<file path="src/rtl/wht_pkg.sv">
package wht_pkg;

  localparam int N     = 4;
  localparam int LOG_N = 2;

  typedef enum logic [1:0] {
    ORD_NATURAL  = 2'b00,
    ORD_DYADIC   = 2'b01,
    ORD_SEQUENCY = 2'b10,
    ORD_ALIAS    = 2'b11
  } order_e;

  // reverse the LOG_N index bits
  function automatic int unsigned bit_rev(input int unsigned k);
    int unsigned r;
    r = 0;
    for (int b = 0; b < LOG_N; b++) begin
      r = (r << 1) | ((k >> b) & 1);
    end
    return r;
  endfunction

  // natural row that lands in output slot `slot` for a given order
  function automatic int unsigned row_of_slot(input order_e ord, input int unsigned slot);
    int unsigned g;
    g = slot ^ (slot >> 1);
    case (ord)
      ORD_DYADIC:   return bit_rev(slot);
      ORD_SEQUENCY: return bit_rev(g);
      default:      return slot;
    endcase
  endfunction

  // output slot that holds natural row `row` for a given order
  function automatic int unsigned slot_of_row(input order_e ord, input int unsigned row);
    int unsigned s;
    s = 0;
    for (int unsigned p = 0; p < N; p++) begin
      if (row_of_slot(ord, p) == row) s = p;
    end
    return s;
  endfunction

endpackage

</file>
<file path="src/rtl/wht_bfly_stage.sv">
module wht_bfly_stage
  import wht_pkg::*;
#(
  parameter int IN_W = 8,
  parameter int SPAN = 1
) (
  input  logic [N-1:0][IN_W-1:0] a,
  output logic [N-1:0][IN_W:0]   y
);

  function automatic logic [IN_W:0] pair_sum(input logic [IN_W-1:0] p, input logic [IN_W-1:0] q);
    return {p[IN_W-1], p} + {q[IN_W-1], q};
  endfunction

  function automatic logic [IN_W:0] pair_diff(input logic [IN_W-1:0] p, input logic [IN_W-1:0] q);
    return {p[IN_W-1], p} - {q[IN_W-1], q};
  endfunction

  for (genvar g = 0; g < N; g++) begin : g_pair
    if ((g & SPAN) == 0) begin : g_top
      assign y[g]        = pair_sum(a[g], a[g+SPAN]);
      assign y[g + SPAN] = pair_diff(a[g], a[g+SPAN]);
    end
  end

endmodule

</file>
<file path="src/rtl/wht_reorder.sv">
module wht_reorder
  import wht_pkg::*;
#(
  parameter int W      = 8,
  parameter bit GATHER = 1'b1
) (
  input  order_e              ord,
  input  logic [N-1:0][W-1:0] a,
  output logic [N-1:0][W-1:0] y
);

  for (genvar k = 0; k < N; k++) begin : g_slot
    if (GATHER) begin : g_gather
      // natural order in, selected order out
      always_comb y[k] = a[row_of_slot(ord, k)];
    end else begin : g_scatter
      // selected order in, natural order out
      always_comb y[k] = a[slot_of_row(ord, k)];
    end
  end

endmodule

</file>
<file path="src/rtl/wht_scale.sv">
module wht_scale
  import wht_pkg::*;
#(
  parameter int W     = 10,
  parameter int SHIFT = 2
) (
  input  logic [N-1:0][W-1:0] a,
  output logic [N-1:0][W-1:0] y
);

  function automatic logic [W-1:0] floor_div(input logic [W-1:0] v);
    return $signed(v) >>> SHIFT;
  endfunction

  for (genvar k = 0; k < N; k++) begin : g_elem
    assign y[k] = floor_div(a[k]);
  end

endmodule

</file>
<file path="src/rtl/wht4_engine.sv">
module wht4_engine
  import wht_pkg::*;
#(
  parameter int IN_W = 8
) (
  input  logic                                clk,
  input  logic                                rst_n,
  input  logic                                start,
  input  logic [1:0]                          order_sel,
  input  logic                                inverse,
  input  logic [N-1:0][IN_W-1:0]              din,
  output logic [N-1:0][IN_W+LOG_N-1:0]        dout,
  output logic                                done
);

  localparam int MID_W = IN_W + 1;
  localparam int OUT_W = IN_W + LOG_N;

  order_e                    ord_in;
  logic [N-1:0][IN_W-1:0]    din_nat;
  logic [N-1:0][IN_W-1:0]    front;
  logic [N-1:0][MID_W-1:0]   mid;

  logic [N-1:0][MID_W-1:0]   s1_data;
  logic                      s1_valid;
  logic                      s1_inv;
  order_e                    s1_ord;

  logic [N-1:0][OUT_W-1:0]   nat_res;
  logic [N-1:0][OUT_W-1:0]   fwd_res;
  logic [N-1:0][OUT_W-1:0]   inv_res;
  logic [N-1:0][OUT_W-1:0]   result;
  logic                      out_load;

  assign ord_in = order_e'(order_sel);

  // inverse: restore natural coefficient order before the kernel
  wht_reorder #(.W(IN_W), .GATHER(1'b0)) u_unpermute (
    .ord (ord_in),
    .a   (din),
    .y   (din_nat)
  );

  assign front = inverse ? din_nat : din;

  wht_bfly_stage #(.IN_W(IN_W), .SPAN(1)) u_stage_a (
    .a (front),
    .y (mid)
  );

  always_ff @(posedge clk or negedge rst_n) begin
    if (!rst_n) begin
      s1_valid <= 1'b0;
      s1_inv   <= 1'b0;
      s1_ord   <= ORD_NATURAL;
      s1_data  <= '0;
    end else begin
      s1_valid <= start;
      if (start) begin
        s1_inv  <= inverse;
        s1_ord  <= ord_in;
        s1_data <= mid;
      end
    end
  end

  wht_bfly_stage #(.IN_W(MID_W), .SPAN(2)) u_stage_b (
    .a (s1_data),
    .y (nat_res)
  );

  wht_reorder #(.W(OUT_W), .GATHER(1'b1)) u_permute (
    .ord (s1_ord),
    .a   (nat_res),
    .y   (fwd_res)
  );

  wht_scale #(.W(OUT_W), .SHIFT(LOG_N)) u_scale (
    .a (nat_res),
    .y (inv_res)
  );

  assign result   = s1_inv ? inv_res : fwd_res;
  assign out_load = s1_valid;

  always_ff @(posedge clk or negedge rst_n) begin
    if (!rst_n) begin
      dout <= '0;
      done <= 1'b0;
    end else begin
      done <= out_load;
      if (out_load) dout <= result;
    end
  end

endmodule

</file>
<file path="config.mk">
export PLATFORM = sky130hd
export DESIGN_NAME = wht4_engine
export DESIGN_NICKNAME = d
export VERILOG_FILES = /design/src/rtl/wht_pkg.sv /design/src/rtl/wht_bfly_stage.sv /design/src/rtl/wht_reorder.sv /design/src/rtl/wht_scale.sv /design/src/rtl/wht4_engine.sv
export SDC_FILE = /design/constraint.sdc
export NUM_CORES = 1
export LEC_CHECK = 0
export ABC_AREA = 1
export BUFFER_PORTS_ARGS = -buffer_cell sky130_fd_sc_hd__buf_2
export CORE_MARGIN = 1.5
export CORE_UTILIZATION = 45
export DETAILED_ROUTE_END_ITERATION = 8
export GPL_ROUTABILITY_DRIVEN = 0
export PLACE_DENSITY = 0.7
export SLEW_MARGIN = 40
export SYNTH_ARGS = -nofsm -noshare
export SYNTH_HDL_FRONTEND = slang
export SYNTH_SLANG_ARGS = --single-unit
</file>
<file path="constraint.sdc">
create_clock -name clk -period 1.9 [get_ports clk]
set_input_delay 0.095 -clock clk [delete_from_list [all_inputs] [get_ports clk]]
set_output_delay 0.095 -clock clk [all_outputs]
set_load 0.01 [all_outputs]
</file>
==> impl_metrics.yaml, run 1 <==
outcome:
  status: "complete, but fails checks"
  failed_checks: "negative setup slack"
synthesis:
  yosysSeqAreaShare_pct: 26.9
  yosys.area_share.simple_pct: 25.2
  ys.flop_type: "dfrtp_1"
  synth-async-reset-ratio_pct: 100
  muxShareOfSynthArea_pct: 0
  syn_avg_cell_area_um2: 6.90
  synth_area_um2: 7350
  synth_top_family_by_area: "simple AND/OR/NAND/NOR gates"
  synth.distinct_cells: 48
  synthXorXnorAreaFrac_pct: 3.34
  synth_edf_count: 0
  syn_inst: 1065
  synthAdderAreaFrac_pct: 14.6
  ys_warn_count: 0
  syn-num-nets: 1184
  synth-compound-area-share_pct: 19.1
  synth-seq-cells: 79
critical_path:
  crit_top_cell: "nand2_1"
  crit_buf_inv: 3
  slowest_stage: "dfrtp_1"
  cp_top_family: "simple AND/OR/NAND/NOR gates"
  path_max_fanout: 3
  slowest_delay_ns: 0.41
  startpoint_type: "flop"
  cp-end-kind: "flop"
  critPathRequiredTime_ns: 2.14
  crit_arrival_ns: 2.52
  cp_cell_sequence: "inv_2 > ha_4 > inv_2 > fa_2 > nand3_2 > nand2_2 > buf_6 > nand4_1 > nand2_1 > nand2_1 > nand3_1 > nand3_1 > nand2_1 > nand2_1 > a21oi_2"
  crit_type: "reg -> reg"
clock_tree:
  cts_buffer_depth: 2
  cts_tree: "done"
  cts_sinks: 79
  clk-insertion-delay-late_ns: 0.36
  cts_root_buf: "clkbuf_16"
  worst_setup_hold_path_clk_slew_ns: 0.07
  cts_htree_levels: 3
  numCtsBuffers: 9
floorplan:
  coreArea_um2: 15900
  io_pins: 79
  num_rows: 46
  die_h_um: 131
  initial_core_util_pct: 46.1
  die_w_um: 131
  die_area_um2: 17100
final_layout:
  area_growth_pct: 58.3
  final_util_pct: 73.0
  layout-drive-gt1-share_pct: 46.7
  finalNetCount: 1473
  final_area_um2: 11600
  num_antenna_cells: 0
grt:
  antenna_found_initial: 0
  grt.overflow.total: 0
  grt_max_degree: 48
  grt_pass1_vias: 8097
  grt_use_total_pct: 29.2
  grt_pass1_wl_um: 38900
drt:
  drt_iter0_markers: 940
  vias: 8685
  wl_um: 27400
  drcViolationCount: 0
  drt-pass1-iter-count: 7
  vias_per_cell: 5.51
  route.antenna.remaining_nets: 0
  wl_per_cell_um: 17.4
timing:
  finalClockSkew_ns: 0.0111
  setup_viol: 50
  worst_pin_slew_ns: 0.788
  rsz0062_at_grt: "true"
  final_max_slew_viol_count: 0
  post-route-period-util_pct: 120
  slew_headroom_pct: 47.4
  hold_viol_final: 0
  timing.final.ws_setup_ns: -0.377
  post-route-min-period_ns: 2.28
  fmax_mhz: 439
power:
  p_total_uw: 15000
  peakVddDrop_mv: 0.655
  power.density_nw_per_um2: 1290
  p_leak_uw: 0.00566
placed_design:
  numPortBuffers: 78
  place_area_um2: 9540
  dpl_worst_slack_ns: -0.740
  dpl.hpwl_um: 17700
worst_hold_path:
  min_path_type: "in -> reg"
job:
  maxCapViolCount: 0
## Yosys cell counts (2+ instances only)
cell type | count | area, um^2
nand2_1 | 267 | 1000
inv_1 | 147 | 552
o21ai_0 | 89 | 445
dfrtp_1 | 79 | 1980
nor2_1 | 77 | 289
ha_1 | 73 | 913
a21oi_1 | 63 | 315
nand3_1 | 53 | 265
xor2_1 | 26 | 228
clkbuf_1 | 20 | 75.1
buf_2 | 13 | 65.1
a31oi_1 | 11 | 68.8
inv_2 | 11 | 41.3
o21ai_1 | 9 | 45.0
fa_1 | 8 | 160
nand2_2 | 8 | 50.1
nand4_1 | 8 | 50.1
o211ai_1 | 8 | 60.1
a21oi_2 | 7 | 61.3
o21bai_1 | 7 | 52.6
o221ai_1 | 7 | 61.3
buf_4 | 6 | 45.0
nand3_2 | 6 | 60.1
o32ai_1 | 6 | 52.6
a221oi_1 | 5 | 43.8
a41oi_1 | 5 | 43.8
nor3_1 | 5 | 25.0
nor2_2 | 4 | 25.0
o21a_1 | 4 | 30.0
a21o_1 | 3 | 22.5
or2_0 | 3 | 18.8
or2_2 | 3 | 18.8
a22oi_1 | 2 | 15.0
and2_1 | 2 | 12.5
buf_1 | 2 | 7.51
o21ai_2 | 2 | 17.5
o22ai_1 | 2 | 12.5
o22ai_2 | 2 | 25.0
or2_1 | 2 | 12.5
xnor2_1 | 2 | 17.5
## through the flow
stage | instances | setup TNS [ns] | hold slack [ns]
after floorplan | 1065 | -2.58 | -0.201
after global placement | 1513 | -16.81 | 0.121
after detailed placement | 1513 | -19.31 | 0.117
after CTS | 1553 | -3.48 | 0.0746
after global routing | 1575 | -12.53 | 0.0850
final | 1575 | -7.80 | 0.0751
## flip-flops by register name, indices dropped and copies added, names as in the netlist
| register | count |
|---|---|
| s1_inv | 1 |
| dout | 40 |
| out_load | 1 |
| s1_ord | 2 |
| s1_data | 34 |
| done | 1 |
## final cells by class
| class | count | area (um^2) |
|---|---|---|
| Sequential cell | 79 | 1980 |
| Fill cell | 1098 | 4310 |
| Timing Repair Buffer | 320 | 2390 |
| Clock buffer | 9 | 225 |
| Multi-Input combinational cell | 785 | 6080 |
| Tap cell | 216 | 270 |
| Inverter | 159 | 617 |
| Clock inverter | 7 | 62.6 |
## worst paths after layout
path | startpoint | endpoint | slack, ns | cells after the start
min reg2reg | dout[7]$_DFFE_PN0P_ | dout[7]$_DFFE_PN0P_ | 0.48 | 1
min | order_sel[0] | s1_ord[0]$_DFFE_PN0P_ | 0.08 | 4
max | s1_data[0]$_DFFE_PN0P_ | dout[28]$_DFFE_PN0P_ | -0.38 | 15
min in group asynchronous | rst_n | done$_DFF_PN0_ | 0.26 | 2
max reg2reg | s1_data[0]$_DFFE_PN0P_ | dout[28]$_DFFE_PN0P_ | -0.38 | 15
max in group asynchronous | rst_n | s1_data[1]$_DFFE_PN0P_ | 1.02 | 3
## timing repair
item,CTS,global route
endpoints found under the hold margin,41,0
hold buffers,1,0
pin swaps,82,92
buffers inserted,25,28
gates resized for setup,164,175
endpoints found under the setup margin,56,57
## logic make-up (layout without fill, tap and decap cells)
logic type      after synthesis  in the layout
xor+xnor                     28             28
flops                        79             79
fa+ha+maj                    81             81
buf+inv                     201            495
compound gates              235            235
simple gates                441            441
## layer usage
| metal | vias up | global-route usage (%) | wire length (um) |
|---|---|---|---|
| met5 | - | 0 | 0 |
| met1 | 4077 | 35.0 | 10700 |
| met2 | 429 | 51.5 | 13400 |
| met4 | 0 | 13.6 | 1700 |
| met3 | 132 | 4.11 | 1510 |
| li1 | 4047 | - | - |
## worst register-to-register path: stages (launching register included)
cell,delay [ns]
dfrtp_1,0.41
inv_2,0.10
ha_4,0.16
inv_2,0.05
fa_2,0.38
nand3_2,0.12
nand2_2,0.08
buf_6,0.14
nand4_1,0.11
nand2_1,0.11
nand2_1,0.12
nand3_1,0.09
nand3_1,0.08
nand2_1,0.07
nand2_1,0.09
a21oi_2,0.06
## cells in the final DEF, fill, tap and decap left out, types with 39 or more instances in the layout
master     n
a21oi_1   39
buf_2     75
buf_4    207
dfrtp_1   73
inv_1    113
inv_2     41
nand2_1  228
nand2_2   42
nand3_1   41
nor2_1    61
o21ai_1   47
## power by group
part	switching, uW	internal (uW)
Clock	830	913
Combinational	5810	4730
Sequential	434	2290
No activity file was read; power rests on OpenSTA's default activity.
==> run 2, diff against run 1 <==
- CTS_BUF_LIST: not set -> sky130_fd_sc_hd__clkbuf_4 sky130_fd_sc_hd__clkbuf_8
- PLACE_DENSITY: 0.7 -> 0.68
- clock period: 1.9 -> 2.2 ns (I/O delays scaled with it)
==> run 2 against run 1 <==
The flow still finishes with violations (negative setup slack). Die area unchanged. Final cell count decreased by 7.0%. Utilization decreased by 13 points. Sequential share of layout area increased by 3.5 points. Fmax increased by 3.4%. Power decreased by 32%. Critical path depth decreased by 3. Worst hold slack got worse by 0.0024 ns. Clock skew increased by 0.0016 ns. Count of clock-buffer cells in the layout unchanged. Design area decreased by 17%. Largest cell class unchanged. Largest power group unchanged. Highest routed layer unchanged.
==> impl_metrics.yaml, run 2 (synthesized netlist as in run 1, its figures left out) <==
critical_path:
  slowest_delay_ns: 0.41
  crit_type: "reg -> reg"
  rrSetupSlack_ns: -0.001
  slowest_stage: "fa_2"
  cp_cell_sequence: "inv_2 > buf_6 > ha_4 > fa_2 > o21ai_2 > buf_4 > xor2_1 > buf_4 > nand2_2 > o211ai_1 > nand3_1 > o211ai_1"
  startpoint_type: "flop"
  crit_arrival_ns: 2.49
  crit_buf_inv: 4
  cp_top_family: "adder cells"
  critPathRequiredTime_ns: 2.49
  path_max_fanout: 3
  cp-end-kind: "flop"
timing:
  timing.final.ws_setup_ns: -0.00148
  finalClockSkew_ns: 0.0127
  post-route-min-period_ns: 2.20
  post-route-period-util_pct: 100
  fmax_mhz: 454
  hold_viol_final: 0
  rsz0062_at_grt: "true"
  setup_viol: 1
  worst_pin_slew_ns: 0.647
  final_max_slew_viol_count: 0
  holdWs_ns: 0.0727
  slew_headroom_pct: 56.7
clock_tree:
  clk-insertion-delay-late_ns: 0.38
  cts_buffer_depth: 2
  cts_root_buf: "clkbuf_8"
  cts_sinks: 79
  cts_htree_levels: 3
  worst_setup_hold_path_clk_slew_ns: 0.09
  numCtsBuffers: 9
  cts_tree: "done"
grt:
  grt.overflow.total: 0
  antenna_found_initial: 0
  grt_pass1_vias: 7059
  grt_use_total_pct: 25.1
  grt_max_degree: 42
  grt_pass1_wl_um: 33700
power:
  peakVddDrop_mv: 0.457
  power.share.clock_pct: 9.9
  power_switching_uw: 4990
  p_leak_uw: 0.00491
  p_total_uw: 10200
  internal_power_uw: 5170
  swShare_pct: 49.1
  p_comb_share_pct: 67.3
  power.density_nw_per_um2: 1060
  sequentialPowerShare_pct: 22.8
floorplan:
  coreArea_um2: 15900
  die_w_um: 131
  io_pins: 79
  die_h_um: 131
  num_rows: 46
  die_area_um2: 17100
  initial_core_util_pct: 46.1
final_layout:
  largest_register_ffs: 40
  top_regs: "dout: 40 flops, s1_data: 34 flops, s1_ord: 2 flops"
  regMostFlops: "dout"
  layout_commonest_cell: "nand2_1"
  finalNetCount: 1362
  area_growth_pct: 30.9
  num_antenna_cells: 0
  layout_common_cells: "nand2_1, inv_1, buf_4"
  layout-drive-gt1-share_pct: 30.7
drt:
  vias_per_cell: 5.21
  wl_um: 21400
  vias: 7621
  wl_per_cell_um: 14.6
  drt_iter0_markers: 619
  drcViolationCount: 0
  drt-pass1-iter-count: 5
  route.antenna.remaining_nets: 0
outcome:
  status: "complete, but fails checks"
  failed_checks: "negative setup slack"
placed_design:
  numPortBuffers: 78
  dpl_worst_slack_ns: -0.460
  dpl.hpwl_um: 17000
worst_hold_path:
  min_path_type: "in -> reg"
job:
  maxCapViolCount: 0
[run 2: cell types whose count changed in the layout (fill, tap and decap cells not counted), moves of 11 or more]
cell / before / now
ha_1: 30 / 52
inv_2: 41 / 23
o21ai_2: 18 / 5
buf_6: 31 / 5
nor2_1: 61 / 74
nand2_2: 42 / 20
ha_4: 32 / 9
o21ai_1: 47 / 19
o21ai_0: 29 / 72
a21oi_1: 39 / 50
inv_1: 113 / 130
nand2_1: 228 / 253
buf_4: 207 / 126
[run 2: final timing paths]
check	start	to	depth (start not counted)
worst max-delay path	s1_data[0]$_DFFE_PN0P_	dout[24]$_DFFE_PN0P_	12
worst min-delay path	order_sel[1]	s1_ord[1]$_DFFE_PN0P_	4
worst max register to register	s1_data[0]$_DFFE_PN0P_	dout[24]$_DFFE_PN0P_	12
worst min register to register	dout[22]$_DFFE_PN0P_	dout[22]$_DFFE_PN0P_	2
max in group asynchronous	rst_n	s1_data[28]$_DFFE_PN0P_	3
min in group asynchronous	rst_n	dout[7]$_DFFE_PN0P_	2
[run 2: stage by stage]
stage	setup TNS, ns	util, %	instances	area, um^2
final	-0.00148	60.3	1464	9620
after global routing	-0.766	60.3	1464	9620
after CTS	0	56.6	1450	9020
after detailed placement	-7.82	55.1	1433	8790
after global placement	-6.38	55.1	1433	8790
after floorplan	-0.192	-	1065	7460
[run 2: layout make-up]
cell class	instances	area, um^2
fill	1471	6320
sequential	79	1980
tap	216	270
timing repair buffer	209	1430
clock buffer	9	124
inverter	159	619
clock inverter	7	53.8
multi-input combinational	785	5150
[run 2: power groups by stage]
stage / sequential [uW] / clock (uW) / combinational (uW)
after floorplan: 2450 / 0 / 3800
after global placement: 2310 / 0 / 6060
after detailed placement: 2330 / 0 / 6120
after CTS: 2310 / 1030 / 6180
after global routing: 2370 / 1090 / 7570
final: 2310 / 1010 / 6830
[run 2: timing repair]
| item | CTS | global route |
|---|---|---|
| setup endpoints to repair | 11 | 37 |
| gates resized for setup | 11 | 125 |
| hold endpoints to repair | 40 | 0 |
| setup buffers | 0 | 14 |
| hold buffers | 1 | 0 |
| pin swaps | 4 | 50 |
[run 2: tightest hold or removal path, delay by kind of cell]
kind	cells	cell delay [ns]
buffers and inverters	2	0.20
and+or+nand+nor	1	0.04
AOI/OAI and AO/OA	1	0.06
[run 2: layer usage]
metal	up-vias	share of wire (%)	wire (um)	global-route usage, %
met1	3509	44	9360	31.9
met2	238	47	10100	42.3
li1	3812	-	-	-
met4	0	3.8	818	10.7
met3	62	5.2	1110	4.28
met5	-	0	0	0
